--- src/rtl/spi_sig_pkg.sv ---
package spi_sig_pkg;

  typedef enum logic [1:0] {
    PWR_AWAKE  = 2'd0,
    PWR_ASLEEP = 2'd1,
    PWR_WAKING = 2'd2
  } pwrStateT;

  typedef enum logic [2:0] {
    CS_IDLE  = 3'd0,
    CS_OPC   = 3'd1,
    CS_DUMMY = 3'd2,
    CS_SIG   = 3'd3,
    CS_SKIP  = 3'd4
  } ctrlStateT;

  // control -> datapath strobes
  typedef struct packed {
    logic sigStart;
    logic sigShift;
    logic soRelease;
    logic clrFails;
  } dpStrobeT;

  localparam logic [7:0] OPC_SIG_READ = 8'hAB;
  localparam logic [7:0] OPC_CLR_FAIL = 8'h30;

endpackage

--- src/rtl/spi_sig_sync.sv ---
module spi_sig_sync #(
  parameter int   STAGES    = 2,
  parameter logic RESET_VAL = 1'b0
) (
  input  logic clk,
  input  logic rstN,
  input  logic d,
  output logic q
);

  logic [STAGES-1:0] pipe;

  generate
    if (STAGES == 1) begin : gSingle
      always_ff @(posedge clk or negedge rstN) begin
        if (!rstN) pipe <= RESET_VAL;
        else       pipe <= d;
      end
    end else begin : gChain
      always_ff @(posedge clk or negedge rstN) begin
        if (!rstN) pipe <= {STAGES{RESET_VAL}};
        else       pipe <= {pipe[STAGES-2:0], d};
      end
    end
  endgenerate

  assign q = pipe[STAGES-1];

endmodule

--- src/rtl/spi_sig_datapath.sv ---
module spi_sig_datapath
  import spi_sig_pkg::*;
#(
  parameter int         SYNC_STAGES = 2,
  parameter int         SIG_W       = 8,
  parameter logic [7:0] SIGNATURE   = 8'h16
) (
  input  logic       clk,
  input  logic       rstN,
  input  logic       csN,
  input  logic       sck,
  input  logic       si,
  input  logic       arrayBusy,
  input  logic       setWel,
  input  logic       setEraseFail,
  input  logic       setProgFail,
  input  dpStrobeT   strobe,
  output logic       csActive,
  output logic       sckRise,
  output logic       sckFall,
  output logic [7:0] opcNext,
  output logic       so,
  output logic       soEn,
  output logic [7:0] statusReg
);

  localparam int IDX_W = (SIG_W > 1) ? $clog2(SIG_W) : 1;

  logic csS, sckS, siS, sckQ;
  logic [7:0] opcReg;
  logic [IDX_W-1:0] sigIdx;
  logic soReg, soEnReg;
  logic welQ, eraseFailQ, progFailQ;

  spi_sig_sync #(.STAGES(SYNC_STAGES), .RESET_VAL(1'b1)) csSync_i (
    .clk(clk), .rstN(rstN), .d(csN), .q(csS));
  spi_sig_sync #(.STAGES(SYNC_STAGES), .RESET_VAL(1'b0)) sckSync_i (
    .clk(clk), .rstN(rstN), .d(sck), .q(sckS));
  spi_sig_sync #(.STAGES(SYNC_STAGES), .RESET_VAL(1'b0)) siSync_i (
    .clk(clk), .rstN(rstN), .d(si), .q(siS));

  always_ff @(posedge clk or negedge rstN) begin
    if (!rstN) sckQ <= 1'b0;
    else       sckQ <= sckS;
  end

  assign csActive = !csS;
  assign sckRise  = !csS && sckS && !sckQ;
  assign sckFall  = !csS && !sckS && sckQ;
  assign opcNext  = {opcReg[6:0], siS};

  // instruction shifter, MSB first
  always_ff @(posedge clk or negedge rstN) begin
    if (!rstN)        opcReg <= '0;
    else if (sckRise) opcReg <= opcNext;
  end

  // signature shifter, launched on falling edges
  always_ff @(posedge clk or negedge rstN) begin
    if (!rstN) begin
      sigIdx  <= IDX_W'(SIG_W - 1);
      soReg   <= 1'b0;
      soEnReg <= 1'b0;
    end else if (strobe.soRelease) begin
      soReg   <= 1'b0;
      soEnReg <= 1'b0;
    end else if (strobe.sigStart) begin
      sigIdx  <= IDX_W'(SIG_W - 1);
    end else if (strobe.sigShift) begin
      soReg   <= SIGNATURE[sigIdx];
      soEnReg <= 1'b1;
      sigIdx  <= (sigIdx == '0) ? IDX_W'(SIG_W - 1) : sigIdx - 1'b1;
    end
  end

  assign so   = soReg;
  assign soEn = soEnReg;

  // status flags; a set in the same cycle as a clear wins
  always_ff @(posedge clk or negedge rstN) begin
    if (!rstN) begin
      welQ       <= 1'b0;
      eraseFailQ <= 1'b0;
      progFailQ  <= 1'b0;
    end else begin
      welQ       <= welQ | setWel;
      eraseFailQ <= setEraseFail | (eraseFailQ & !strobe.clrFails);
      progFailQ  <= setProgFail  | (progFailQ  & !strobe.clrFails);
    end
  end

  assign statusReg = {1'b0, progFailQ, eraseFailQ, 3'b000, welQ, arrayBusy};

endmodule

--- src/rtl/spi_sig_ctrl.sv ---
module spi_sig_ctrl
  import spi_sig_pkg::*;
#(
  parameter int WAKE_CYCLES = 64,
  parameter int DUMMY_BYTES = 3,
  parameter int OPC_W       = 8,
  parameter int SIG_W       = 8
) (
  input  logic       clk,
  input  logic       rstN,
  input  logic       csActive,
  input  logic       sckRise,
  input  logic       sckFall,
  input  logic [7:0] opcNext,
  input  logic       arrayBusy,
  input  logic       dpdReq,
  output dpStrobeT   strobe,
  output pwrStateT   pwrState
);

  localparam int DUMMY_BITS = DUMMY_BYTES * 8;
  localparam int CNT_MAX    = (DUMMY_BITS > OPC_W) ? DUMMY_BITS : OPC_W;
  localparam int CNT_W      = $clog2(CNT_MAX + 1);
  localparam int SIGC_W     = (SIG_W > 1) ? $clog2(SIG_W) : 1;
  localparam int WAKE_W     = $clog2(WAKE_CYCLES + 1);

  ctrlStateT state, stateN;
  pwrStateT  pwr, pwrN;
  logic [CNT_W-1:0]  bitCnt, bitCntN;
  logic [SIGC_W-1:0] sigCnt, sigCntN;
  logic              sigDone, sigDoneN;
  logic [WAKE_W-1:0] wakeCnt, wakeCntN;
  logic              sigHit, clrHit;

  assign sigHit = (opcNext == OPC_SIG_READ);
  assign clrHit = (opcNext == OPC_CLR_FAIL);

  always_comb begin
    stateN   = state;
    pwrN     = pwr;
    bitCntN  = bitCnt;
    sigCntN  = sigCnt;
    sigDoneN = sigDone;
    wakeCntN = wakeCnt;
    strobe   = '0;

    // power sequencing
    case (pwr)
      PWR_AWAKE:
        if (dpdReq && !arrayBusy && !csActive && state == CS_IDLE) pwrN = PWR_ASLEEP;
      PWR_WAKING:
        if (wakeCnt == WAKE_W'(WAKE_CYCLES - 1)) pwrN = PWR_AWAKE;
        else                                     wakeCntN = wakeCnt + 1'b1;
      default: ;
    endcase

    if (!csActive) begin
      if (state != CS_IDLE) begin
        strobe.soRelease = 1'b1;
        if (state == CS_SIG && sigDone && pwr == PWR_ASLEEP) begin
          pwrN     = PWR_WAKING;
          wakeCntN = '0;
        end
      end
      stateN   = CS_IDLE;
      bitCntN  = '0;
      sigDoneN = 1'b0;
    end else begin
      case (state)
        CS_IDLE, CS_OPC: begin
          stateN = CS_OPC;
          if (sckRise) begin
            if (bitCnt == CNT_W'(OPC_W - 1)) begin
              bitCntN = '0;
              if (sigHit && !arrayBusy) begin
                stateN = CS_DUMMY;
              end else begin
                stateN = CS_SKIP;
                if (clrHit && pwr == PWR_AWAKE) strobe.clrFails = 1'b1;
              end
            end else begin
              bitCntN = bitCnt + 1'b1;
            end
          end
        end
        CS_DUMMY: begin
          if (sckRise) begin
            if (bitCnt == CNT_W'(DUMMY_BITS - 1)) begin
              stateN          = CS_SIG;
              strobe.sigStart = 1'b1;
              sigCntN         = '0;
              sigDoneN        = 1'b0;
              bitCntN         = '0;
            end else begin
              bitCntN = bitCnt + 1'b1;
            end
          end
        end
        CS_SIG: begin
          if (sckFall) strobe.sigShift = 1'b1;
          if (sckRise) begin
            sigCntN = (sigCnt == SIGC_W'(SIG_W - 1)) ? '0 : sigCnt + 1'b1;
            if (sigCnt == SIGC_W'(SIG_W - 1)) sigDoneN = 1'b1;
          end
        end
        default: ;
      endcase
    end
  end

  always_ff @(posedge clk or negedge rstN) begin
    if (!rstN) begin
      state   <= CS_IDLE;
      pwr     <= PWR_AWAKE;
      bitCnt  <= '0;
      sigCnt  <= '0;
      sigDone <= 1'b0;
      wakeCnt <= '0;
    end else begin
      state   <= stateN;
      pwr     <= pwrN;
      bitCnt  <= bitCntN;
      sigCnt  <= sigCntN;
      sigDone <= sigDoneN;
      wakeCnt <= wakeCntN;
    end
  end

  assign pwrState = pwr;

endmodule

--- src/rtl/spi_sig_pd_ctrl.sv ---
module spi_sig_pd_ctrl
  import spi_sig_pkg::*;
#(
  parameter int         WAKE_CYCLES = 64,
  parameter int         DUMMY_BYTES = 3,
  parameter int         SYNC_STAGES = 2,
  parameter logic [7:0] SIGNATURE   = 8'h16
) (
  input  logic       clk,
  input  logic       rstN,
  input  logic       csN,
  input  logic       sck,
  input  logic       si,
  input  logic       arrayBusy,
  input  logic       dpdReq,
  input  logic       setWel,
  input  logic       setEraseFail,
  input  logic       setProgFail,
  output logic       so,
  output logic       soEn,
  output logic [1:0] pwrState,
  output logic [7:0] statusReg
);

  localparam int SIG_W = 8;
  localparam int OPC_W = 8;

  dpStrobeT   strobe;
  pwrStateT   pwr;
  logic       csActive, sckRise, sckFall;
  logic [7:0] opcNext;

  spi_sig_datapath #(
    .SYNC_STAGES(SYNC_STAGES), .SIG_W(SIG_W), .SIGNATURE(SIGNATURE)
  ) dp_i (
    .clk(clk), .rstN(rstN), .csN(csN), .sck(sck), .si(si),
    .arrayBusy(arrayBusy), .setWel(setWel), .setEraseFail(setEraseFail),
    .setProgFail(setProgFail), .strobe(strobe), .csActive(csActive),
    .sckRise(sckRise), .sckFall(sckFall), .opcNext(opcNext),
    .so(so), .soEn(soEn), .statusReg(statusReg)
  );

  spi_sig_ctrl #(
    .WAKE_CYCLES(WAKE_CYCLES), .DUMMY_BYTES(DUMMY_BYTES),
    .OPC_W(OPC_W), .SIG_W(SIG_W)
  ) ctrl_i (
    .clk(clk), .rstN(rstN), .csActive(csActive), .sckRise(sckRise),
    .sckFall(sckFall), .opcNext(opcNext), .arrayBusy(arrayBusy),
    .dpdReq(dpdReq), .strobe(strobe), .pwrState(pwr)
  );

  assign pwrState = pwr;

endmodule

--- config.mk ---
export PLATFORM = sky130hd
export DESIGN_NAME = spi_sig_pd_ctrl
export DESIGN_NICKNAME = d
export VERILOG_FILES = /design/src/rtl/spi_sig_pkg.sv /design/src/rtl/spi_sig_sync.sv /design/src/rtl/spi_sig_datapath.sv /design/src/rtl/spi_sig_ctrl.sv /design/src/rtl/spi_sig_pd_ctrl.sv
export SDC_FILE = /design/constraint.sdc
export NUM_CORES = 1
export LEC_CHECK = 0
export ABC_AREA = 1
export BUFFER_PORTS_ARGS = -buffer_cell sky130_fd_sc_hd__buf_2
export CAP_MARGIN = 20
export CORE_ASPECT_RATIO = 0.6
export CORE_MARGIN = 10
export CORE_UTILIZATION = 60
export CTS_BUF_LIST = sky130_fd_sc_hd__clkbuf_4
export CTS_CLUSTER_SIZE = 28
export DETAILED_ROUTE_END_ITERATION = 8
export GPL_TIMING_DRIVEN = 0
export PLACE_DENSITY = 0.91
export SYNTH_ARGS = -nofsm -noshare
export SYNTH_HDL_FRONTEND = slang
export SYNTH_HIERARCHICAL = 1
export SYNTH_SLANG_ARGS = --single-unit
--- constraint.sdc ---
create_clock -name clk -period 4 [get_ports clk]
set_clock_uncertainty 0.2 [all_clocks]
set_input_delay 1.2 -clock clk [delete_from_list [all_inputs] [get_ports clk]]
set_output_delay 1.2 -clock clk [all_outputs]
set_load 0.05 [all_outputs]
==> results.cfg <==
[final_layout]
nets = 333
final_area_sq_mm = 0.00253
syn2layout_area_growth_pct = 8.93
final_common_cell = nand2_1
diodes = 0
drive_gt1_frac = 0.248
final_cell_mix = nand2_1, dfrtp_1, nor2_1, inv_1, nand3_1

[detailed_routing]
route.vias.total = 1872
drc = 0
wl_um = 4480
first_iter_violations = 100
wl_per_cell_um = 12.3
ant_nets = 0
drt-pass1-iter-count = 5
avgViaCountPerCell = 5.13

[setup_path]
cp.required_ps = 2600
crit_path_frequent_cell = buf_2
critPathKind = primary input to output port
crit_path_cell_trace = buf_2, buf_4, buf_2
crit_slowest_cell = buf_2
crit_path_end_kind = output port
critPathMaxFanout = 3
critPathLaunchType = primary input
crit_path_max_incr_delay_ps = 240
cp.arrival_ps = 1660

[synth]
synth_simple_gate_area_frac = 0.336
yosysUniqueCellTypes = 31
netlist_area_sq_mm = 0.00233
ys_seq_area_frac = 0.465
muxShareOfSynthArea = 0
synth_top_family_by_area = simple AND/OR/NAND/NOR gates
synthAdderAreaFrac = 0.0323
synth-xor-area-share = 0
synth_compound_area_frac = 0.0656
ys_warn_count = 6
synth_seq_cells = 43
syn-instance-count = 290
synth.avg_cell_area_sq_um = 8.02

[timing]
fin_setup_tns_ps = 0
maxSlewViolCount = 0
final.setup.worst_slack_ps = 941
rsz0062_at_grt = no
setup_violations = 0
timing.final.crit_share = 0.765
fmax_mhz = 327
hold_viol_final = 0
period_needed_ps = 3060
tightest_slew_ps = 928
slew_headroom = 0.382

[cts]
cts_max_level = 2
cts_tree = yes
cts-root-buf = clkbuf_4
cts_resized = 0
post_cts_buffers = 0
cts.path.max_buffers = 2
cts_buffers = 5
cts_hold_buf = 0
cts_sinks = 43
clk_pin_slew_ps = 130
clock_latency_ps = 370

[global_routing]
grt_pass1_wl_um = 7890
grt_pass1_vias = 1804
grt_max_degree = 44
grt_util_all_layers = 0.143
antenna_found_initial = 0
grt_overflow = 0

[placed_design]
dpl_cell_area_sq_mm = 0.00248
io_buffers = 17
place_hpwl_um = 3470
post-place-ws_ps = 937
place_congestion = 0.840

[min_path]
min-delay-path-class = flip-flop to flip-flop

[floorplanning]
core-area_sq_mm = 0.00370
dieArea_sq_mm = 0.00685
fp.dieH_um = 68.2
die_w_um = 100
initial_core_util = 0.628
rows = 17
ios = 22

[power_and_ir_drop]
irDropWorstVdd_mv = 0.244
p_per_area_mw_per_mm2 = 300
leakagePower_uw = 0.00130
total_power_uw = 760

[status]
status = finished, final reports clean

[flow_run]
cap_violations = 0
Yosys cell counts, drive strengths merged:
master | number | share of area
a21oi | 7 | 0.020
nand4 | 3 | 0.0081
buf | 10 | 0.032
nor4 | 2 | 0.0054
o211ai | 1 | 0.0032
nor2 | 37 | 0.077
nand3 | 25 | 0.069
o21ai | 13 | 0.030
dfstp | 5 | 0.056
conb | 1 | 0.0016
nand2 | 91 | 0.16
clkinv | 2 | 0.0032
o31ai | 1 | 0.0032
nor3 | 4 | 0.0086
o21bai | 3 | 0.0097
inv | 39 | 0.064
nor3b | 1 | 0.0032
dfrtp | 38 | 0.41
ha | 6 | 0.032
or2 | 1 | 0.0027
final cells by class:
cell class              count  area [sq um]
repair buffers             17          85.1
fillers                   301          1170
plain buffers              10          75.1
clock buffers               5          37.5
well taps                  47          58.8
flip-flops and latches     43          1080
multi-input cells         199          1020
inverters                  41           156
clock inverters             3          15.0
cells by family after synthesis:
logic type | after synthesis
other | 1
adder cells (fa/ha/maj) | 6
buffers and inverters | 51
AND/OR/NAND/NOR | 164
flip-flops | 43
AO/OA/AOI/OAI | 25
per-stage QoR:
step / util / hold slack [ps] / instances
finish: 0.685 / 164 / 365
global route: 0.685 / 170 / 365
CTS: 0.685 / 165 / 365
detailed placement: 0.670 / 135 / 357
global placement: 0.670 / 134 / 357
floorplan: - / 131 / 293
report_power, final:
| part | total, uW | leakage (uW) | internal [uW] | switching (uW) |
|---|---|---|---|---|
| clock | 209 | 0.0000263 | 64.6 | 145 |
| combinational | 75.2 | 0.000730 | 25.5 | 49.7 |
| sequential | 476 | 0.000542 | 456 | 19.4 |
metal layers:
metal | routed length (um) | global-route usage | vias up
met1 | 2250 | 0.181 | 858
met4 | 59 | 0.0544 | 0
li1 | - | - | 954
met5 | 0 | 0 | -
met3 | 259 | 0.0462 | 6
met2 | 1920 | 0.226 | 54
state kept, by name, indices dropped and copies added (netlist names), 3 cells and up:
| signal | count |
|---|---|
| ctrl_i/wakeCnt | 7 |
| ctrl_i/sigCnt | 3 |
| ctrl_i/state | 3 |
| dp_i/opcReg | 7 |
| ctrl_i/bitCnt | 5 |
| dp_i/sigIdx | 3 |
final timing paths:
kind	cells past startpoint	to	slack, ps	start
setup / recovery	3	statusReg[0]	940	arrayBusy
hold reg to reg	0	dp_i/sckSync_i/pipe[1]	160	dp_i/sckSync_i/pipe[0]
hold / removal	0	dp_i/sckSync_i/pipe[1]	160	dp_i/sckSync_i/pipe[0]
max in group asynchronous	1	dp_i/progFailQ	2260	rstN
setup reg to reg	11	dp_i/sigIdx[2]	2230	dp_i/sckQ
min in group asynchronous	1	ctrl_i/sigCnt[0]	760	rstN
worst max-delay path, delay by kind of cell:
family | cells | cell delay [ps]
buf+inv | 3 | 450
(Power assumes the default switching activity.)
